<file path="src/rtl/pgap_pkg.sv">
package pgap_pkg;
  typedef enum logic [1:0] {
    PH_LISTEN,
    PH_HOLD,
    PH_WAIT,
    PH_SEND
  } phase_e;
endpackage

</file>
<file path="src/rtl/pgap_interval_meter.sv">
module pgap_interval_meter #(
  parameter int CNT_W    = 10,
  parameter int ZERO_MIN = 15,
  parameter int ONE_MIN  = 24,
  parameter int EOF_LIM  = 40
) (
  input  logic             clk,
  input  logic             rst_n,
  input  logic             tick,
  input  logic             field_in,
  input  logic             listen,
  input  logic             resync,
  output logic [CNT_W-1:0] since_rise,
  output logic             sym_stb,
  output logic             sym_val,
  output logic             eof_stb
);
  localparam logic [CNT_W-1:0] CNT_MAX = '1;
  localparam logic [CNT_W-1:0] ZMIN    = CNT_W'(ZERO_MIN);
  localparam logic [CNT_W-1:0] OMIN    = CNT_W'(ONE_MIN);
  localparam logic [CNT_W-1:0] ELIM    = CNT_W'(EOF_LIM);

  logic             field_q;
  logic             stale_q, stale_d;
  logic [CNT_W-1:0] cnt_q, cnt_d;
  logic             rise;

  always_comb begin
    rise    = listen & field_in & ~field_q;
    cnt_d   = cnt_q;
    stale_d = stale_q;
    sym_stb = 1'b0;
    sym_val = 1'b0;
    eof_stb = 1'b0;
    if (rise) begin
      cnt_d   = '0;
      stale_d = 1'b0;
      sym_stb = !stale_q && (cnt_q >= ZMIN) && (cnt_q <= ELIM);
      sym_val = cnt_q >= OMIN;
    end else begin
      if (tick && (cnt_q != CNT_MAX)) cnt_d = cnt_q + 1'b1;
      if (listen && !stale_q && (cnt_q > ELIM)) begin
        eof_stb = 1'b1;
        stale_d = 1'b1;
      end
    end
    if (resync) stale_d = 1'b1;
  end

  always_ff @(posedge clk or negedge rst_n) begin
    if (!rst_n) begin
      field_q <= 1'b0;
      stale_q <= 1'b1;
      cnt_q   <= '0;
    end else begin
      field_q <= field_in;
      stale_q <= stale_d;
      cnt_q   <= cnt_d;
    end
  end

  assign since_rise = cnt_q;
endmodule

</file>
<file path="src/rtl/pgap_rx_pack.sv">
module pgap_rx_pack #(
  parameter int MAX_BITS = 80,
  localparam int CW      = $clog2(MAX_BITS + 1)
) (
  input  logic                clk,
  input  logic                rst_n,
  input  logic                sym_stb,
  input  logic                sym_val,
  input  logic                clear,
  output logic [MAX_BITS-1:0] data,
  output logic [CW-1:0]       count
);
  logic [CW-1:0] count_q, count_d;
  logic          room;

  assign room = count_q < CW'(MAX_BITS);

  always_comb begin
    count_d = count_q;
    if (clear)                count_d = '0;
    else if (sym_stb && room) count_d = count_q + 1'b1;
  end

  always_ff @(posedge clk or negedge rst_n) begin
    if (!rst_n) count_q <= '0;
    else        count_q <= count_d;
  end

  for (genvar i = 0; i < MAX_BITS; i++) begin : g_cell
    logic cell_q;
    logic hit;
    assign hit = sym_stb && room && (count_q == CW'(MAX_BITS - 1 - i));
    always_ff @(posedge clk or negedge rst_n) begin
      if (!rst_n)     cell_q <= 1'b0;
      else if (clear) cell_q <= 1'b0;
      else if (hit)   cell_q <= sym_val;
    end
    assign data[i] = cell_q;
  end

  assign count = count_q;
endmodule

</file>
<file path="src/rtl/pgap_manch_tx.sv">
module pgap_manch_tx #(
  parameter int MAX_BITS = 80,
  parameter int SOF_BITS = 5,
  parameter int HALF_T   = 15,
  parameter int BIT_T    = 31,
  localparam int LW      = $clog2(MAX_BITS + 1),
  localparam int TW      = $clog2(BIT_T),
  localparam int SW      = $clog2(SOF_BITS + 1)
) (
  input  logic                clk,
  input  logic                rst_n,
  input  logic                tick,
  input  logic                load,
  input  logic [MAX_BITS-1:0] load_data,
  input  logic [LW-1:0]       load_len,
  input  logic                go,
  output logic                coil_load,
  output logic                busy,
  output logic                done_stb
);
  logic                busy_q, busy_d;
  logic [MAX_BITS-1:0] shr_q, shr_d;
  logic [LW-1:0]       left_q, left_d;
  logic [SW-1:0]       sof_q, sof_d;
  logic [TW-1:0]       tmr_q, tmr_d;
  logic                cur_bit, last_slot, last_sym;

  assign cur_bit   = (sof_q != '0) ? 1'b1 : shr_q[MAX_BITS-1];
  assign last_slot = tmr_q == TW'(BIT_T - 1);
  assign last_sym  = ((sof_q == SW'(1)) && (left_q == '0)) ||
                     ((sof_q == '0) && (left_q == LW'(1)));

  always_comb begin
    busy_d   = busy_q;
    shr_d    = shr_q;
    left_d   = left_q;
    sof_d    = sof_q;
    tmr_d    = tmr_q;
    done_stb = 1'b0;
    if (load) begin
      shr_d  = load_data;
      left_d = load_len;
    end
    if (go) begin
      busy_d = 1'b1;
      tmr_d  = '0;
      sof_d  = SW'(SOF_BITS);
    end else if (busy_q && tick) begin
      if (last_slot) begin
        tmr_d = '0;
        if (sof_q != '0) begin
          sof_d = sof_q - 1'b1;
        end else begin
          shr_d  = shr_q << 1;
          left_d = left_q - 1'b1;
        end
        if (last_sym) begin
          busy_d   = 1'b0;
          done_stb = 1'b1;
        end
      end else begin
        tmr_d = tmr_q + 1'b1;
      end
    end
  end

  always_ff @(posedge clk or negedge rst_n) begin
    if (!rst_n) begin
      busy_q <= 1'b0;
      shr_q  <= '0;
      left_q <= '0;
      sof_q  <= '0;
      tmr_q  <= '0;
    end else begin
      busy_q <= busy_d;
      shr_q  <= shr_d;
      left_q <= left_d;
      sof_q  <= sof_d;
      tmr_q  <= tmr_d;
    end
  end

  assign coil_load = busy_q & (cur_bit ^ (tmr_q >= TW'(HALF_T)));
  assign busy      = busy_q;
endmodule

</file>
<file path="src/rtl/pgap_tag_xcvr.sv">
module pgap_tag_xcvr
  import pgap_pkg::*;
#(
  parameter int MAX_BITS = 80,
  parameter int CNT_W    = 10,
  parameter int FDT_W    = 9,
  parameter int ZERO_MIN = 15,
  parameter int ONE_MIN  = 24,
  parameter int EOF_LIM  = 40,
  parameter int GUARD    = 8,
  parameter int SOF_BITS = 5,
  parameter int HALF_T   = 15,
  parameter int BIT_T    = 31,
  localparam int LW      = $clog2(MAX_BITS + 1)
) (
  input  logic                clk,
  input  logic                rst_n,
  input  logic                tick,
  input  logic                field_in,
  output logic                frame_ready,
  output logic [LW-1:0]       frame_bits,
  output logic [MAX_BITS-1:0] frame_data,
  input  logic                rsp_valid,
  input  logic [LW-1:0]       rsp_len,
  input  logic [MAX_BITS-1:0] rsp_data,
  input  logic [FDT_W-1:0]    rsp_fdt,
  output logic                coil_load
);
  localparam int CMPW = CNT_W + 1;

  phase_e           st_q, st_d;
  logic [FDT_W-1:0] fdt_q, fdt_d;
  logic [CNT_W-1:0] since_rise;
  logic             sym_stb, sym_val, eof_stb;
  logic             listen, accept, due, go, tx_busy, tx_done, resume;

  assign listen = st_q == PH_LISTEN;
  assign accept = (st_q == PH_HOLD) && rsp_valid;
  assign due    = (CMPW'(since_rise) + CMPW'(GUARD + 1)) >= CMPW'(fdt_q);
  assign go     = (st_q == PH_WAIT) && tick && due;
  assign resume = (st_q == PH_SEND) && tx_done;

  always_comb begin
    st_d  = st_q;
    fdt_d = fdt_q;
    case (st_q)
      PH_LISTEN: if (eof_stb && (frame_bits != '0)) st_d = PH_HOLD;
      PH_HOLD: if (rsp_valid) begin
        st_d  = PH_WAIT;
        fdt_d = rsp_fdt;
      end
      PH_WAIT:   if (go) st_d = PH_SEND;
      PH_SEND:   if (tx_done) st_d = PH_LISTEN;
      default:   st_d = PH_LISTEN;
    endcase
  end

  always_ff @(posedge clk or negedge rst_n) begin
    if (!rst_n) begin
      st_q  <= PH_LISTEN;
      fdt_q <= '0;
    end else begin
      st_q  <= st_d;
      fdt_q <= fdt_d;
    end
  end

  pgap_interval_meter #(
    .CNT_W(CNT_W), .ZERO_MIN(ZERO_MIN), .ONE_MIN(ONE_MIN), .EOF_LIM(EOF_LIM)
  ) u_meter (
    .clk(clk), .rst_n(rst_n), .tick(tick), .field_in(field_in),
    .listen(listen), .resync(resume), .since_rise(since_rise),
    .sym_stb(sym_stb), .sym_val(sym_val), .eof_stb(eof_stb)
  );

  pgap_rx_pack #(.MAX_BITS(MAX_BITS)) u_pack (
    .clk(clk), .rst_n(rst_n), .sym_stb(sym_stb), .sym_val(sym_val),
    .clear(resume), .data(frame_data), .count(frame_bits)
  );

  pgap_manch_tx #(
    .MAX_BITS(MAX_BITS), .SOF_BITS(SOF_BITS), .HALF_T(HALF_T), .BIT_T(BIT_T)
  ) u_tx (
    .clk(clk), .rst_n(rst_n), .tick(tick), .load(accept),
    .load_data(rsp_data), .load_len(rsp_len), .go(go),
    .coil_load(coil_load), .busy(tx_busy), .done_stb(tx_done)
  );

  assign frame_ready = st_q == PH_HOLD;
endmodule

</file>
<file path="config.mk">
export PLATFORM = sky130hd
export DESIGN_NAME = pgap_tag_xcvr
export DESIGN_NICKNAME = d
export VERILOG_FILES = /design/src/rtl/pgap_pkg.sv /design/src/rtl/pgap_interval_meter.sv /design/src/rtl/pgap_rx_pack.sv /design/src/rtl/pgap_manch_tx.sv /design/src/rtl/pgap_tag_xcvr.sv
export SDC_FILE = /design/constraint.sdc
export NUM_CORES = 1
export LEC_CHECK = 0
export ABC_AREA = 1
export BUFFER_PORTS_ARGS = -buffer_cell sky130_fd_sc_hd__buf_2
export CAP_MARGIN = 20
export CORE_MARGIN = 2
export CORE_UTILIZATION = 40
export CTS_CLUSTER_DIAMETER = 40
export DETAILED_ROUTE_END_ITERATION = 8
export GPL_TIMING_DRIVEN = 0
export RECOVER_POWER = 100
export SLEW_MARGIN = 20
export SYNTH_ARGS = -nofsm -noshare
export SYNTH_HDL_FRONTEND = slang
export SYNTH_SLANG_ARGS = --single-unit
</file>
<file path="constraint.sdc">
create_clock -name clk -period 3.08 [get_ports clk]
set_input_delay 0.308 -clock clk [delete_from_list [all_inputs] [get_ports clk]]
set_output_delay 0.308 -clock clk [all_outputs]
set_load 0.02 [all_outputs]
</file>
==> results_dict.tcl <==
set metrics [dict create \
    outcome "finished clean" \
    root_buffer "clkbuf_16" \
    place_hpwl_um 20800 \
    first_iter_violations 646 \
    ys.flop_type "dfrtp_1" \
    drt_pass1_iterations 7 \
    grt_pass1_vias 9741 \
    die_h_um 174 \
    num_vias 9650 \
    fmax_mhz 367 \
    grt_max_degree 96 \
    start_kind "register" \
    max_slew_margin 0.0891 \
    synth_edf_count 0 \
    fin_crit_ns 2.72 \
    routabilityCongestion 0.834 \
    drive_gt1_frac 0.192 \
    yosysTopAreaCell "dfrtp_1" \
    cp.required_ns 3.47 \
    yosysMostFrequentCell "nand2_1" \
    antenna_found_initial 9 \
    synthesis.nets 1516 \
    core-area_mm2 0.0285 \
    rsz0062_at_grt "false" \
    rows 62 \
    cts_max_level 2 \
    ys_types 43 \
    hold_violations 0 \
    fin_skew_ns 0.0206 \
    grt_overflow 0 \
    ant_nets 0 \
    worstMarginPinSlew_ns 1.37 \
    power_frac_clock 0.412 \
    synth_top_family_by_area "simple AND/OR/NAND/NOR gates" \
    p_per_area_mw_per_mm2 791 \
    hold_class "in2reg" \
    power_mw 11.4 \
    cts_tree "yes" \
    grt_pass1_wl_um 49500 \
    drc 0 \
    clockBufferDepth 3 \
    multi_input_area_mm2 0.00467 \
    synthCells 1388 \
    muxShareOfSynthArea 0.0706 \
    layout.nets 1750 \
    yosysSeqAreaShare 0.448 \
    syn_area_per_cell_um2 8.29 \
    p_seq_frac 0.350 \
    grt_use_total 0.200 \
    wirelength_um 29700 \
    seq_area_mm2 0.00516 \
    io-pin-count 190 \
    die_x_um 174 \
    ys_warn_count 0 \
    synth-compound-area-share 0.100 \
    synth-simple-area-share 0.196 \
    wl_per_cell_um 14.6 \
    drv_slew 0 \
    switchingPower_mw 3.47 \
    crit_type "reg2reg" \
    yosys-top-cells-count "nand2_1 (303), dfrtp_1 (205), inv_1 (165)" \
    cts.sinks 206 \
    peakVddDrop_v 0.000544 \
    fillers 2806 \
    port_buffers 189 \
    pwr-share-comb 0.238 \
    finalCritPeriodShare 0.884 \
    synthArstFlopShare 1.00 \
    dieArea_mm2 0.0301 \
    cts_buffers 38 \
    area_delta_synth_final_pct 24.9 \
    syn-cell-area_mm2 0.0115 \
    intPower_mw 7.90 \
    clk_latency_ns 0.51 \
    ys_ff_latch 206 \
    start_util 0.403 \
    place_area_mm2 0.0130 \
    clk_pin_slew_ns 0.05 \
    routed_via_density 4.73 \
    critPathMaxFanout 10 \
    switching_share 0.305 \
    cap_violations 0 \
    yosys-top-cells-area "dfrtp_1 (45%), nand2_1 (9.9%), mux2i_1 (7.0%)" \
    cp.arrival_ns 3.11 \
    setup_viol 0 \
    endpoint_kind "register" \
    cellLeakagePower_nw 7.93 \
    final_cell_area_mm2 0.0144 \
    synth_top_area_share 0.446 \
    synth_fa_ha_area_frac 0.0294 \
    synthXorXnorAreaFrac 0.00914 \
]
## layer usage
metal	wire, um	vias to the layer above	share of wire	track usage
li1	-	4833	-	-
met1	13000	4442	0.44	0.260
met2	13100	294	0.44	0.319
met3	2610	73	0.088	0.0605
met4	981	8	0.033	0.0697
met5	42	-	0.0014	0
## worst max-delay path: stages, from the launching register on
cell and delay [ns]:
dfrtp_1 0.36, ha_1 0.17, nand2_1 0.08, nand2_1 0.07, nand2_1 0.07, nor2_2 0.15
xor2_1 0.18, inv_1 0.06, ha_1 0.28, a21o_1 0.16, nor2_1 0.09, nand3_1 0.07
nand2_1 0.07, nand2_2 0.09, nand2_4 0.11, nand3_4 0.14, buf_4 0.22, buf_6 0.15
nand2_1 0.07, inv_1 0.04
## layout make-up
type,count,share of cell area
Inverter,169,0.0441
Sequential cell,206,0.359
Tap cell,384,0.0334
Clock inverter,14,0.0195
Clock buffer,54,0.0811
Antenna cell,6,0.00104
Buffer,141,0.0730
Timing Repair Buffer,194,0.0637
Multi-Input combinational cell,872,0.325
## path summary, 6_finish.rpt
check	cells after the start	from	end	slack (ns)
worst max register to register	19	u_meter.since_rise[0]	u_pack.g_cell[54].cell_q	0.36
max in group asynchronous	3	rst_n	u_pack.g_cell[51].cell_q	1.28
min in group asynchronous	2	rst_n	fdt_q[1]	0.67
worst min register to register	2	u_tx.shr_q[69]	u_tx.shr_q[70]	0.51
worst min-delay path	2	rsp_fdt[0]	fdt_q[0]	0.04
worst max-delay path	19	u_meter.since_rise[0]	u_pack.g_cell[54].cell_q	0.36
## per-stage QoR
stage | hold slack [ns] | utilization | std cells | TNS (ns) | setup slack (ns)
finish | 0.0375 | 0.503 | 2040 | 0 | 0.358
detailed placement | 0.160 | 0.455 | 1963 | 0 | 0.182
global placement | 0.478 | 0.453 | 1961 | -427.27 | -2.11
CTS | 0.0180 | 0.507 | 2033 | 0 | 0.158
floorplan | 0.0124 | - | 1388 | 0 | 0.639
global route | 0.0386 | 0.503 | 2036 | 0 | 0.0170
## power groups by stage
stage                     registers [mW]  logic [mW]  clock network [mW]
after global placement              3.99        2.62                   0
after floorplan                     3.92        2.03                   0
after detailed placement            4.00        2.71                   0
after CTS                           3.98        2.73                4.77
after global routing                4.08        3.12                4.90
final                               3.98        2.70                4.69
## flip-flops by register name, summed over array words and instances, names as in the netlist
signal / count
fdt_q: 9
u_meter.stale_q: 1
u_tx.busy: 1
u_meter.field_q: 1
u_tx.left_q: 7
u_tx.sof_q: 3
u_pack.count: 7
u_pack.g_cell.cell_q: 80
st_q: 2
u_tx.tmr_q: 5
u_meter.since_rise: 10
u_tx.shr_q: 80
## kinds of logic after synthesis
group	Yosys count
and+or+nand+nor	530
xor gates and xnor gates	12
DFF	206
AOI/OAI and AO/OA	222
adders and majority gates	27
muxes	81
buffers and inverters	310
## placed cells by master, fill, tap and decap left out, types with 4 or more instances in the layout
cell type  count
nand2_1      303
dfrtp_1      205
inv_1        165
nor2_1       139
clkbuf_1     115
a21oi_1      106
buf_2        102
buf_4         87
mux2i_1       80
o21ai_0       76
clkbuf_16     41
nand3_1       36
o21ai_1       29
ha_1          27
buf_6         23
nand4_1       22
xor2_1        10
clkbuf_8       9
bufinv_16      8
nor3_1         7
nor2_4         7
diode_2        6
clkbuf_2       6
inv_2          4
## timing repair
action                     in CTS  in global routing
buffers inserted                0                  1
setup endpoints to repair       0                 56
hold endpoints to repair       22                  0
hold buffers                    2                  0
gates resized for setup         0                  3
Note: power is estimated with default switching activity, not from simulation.
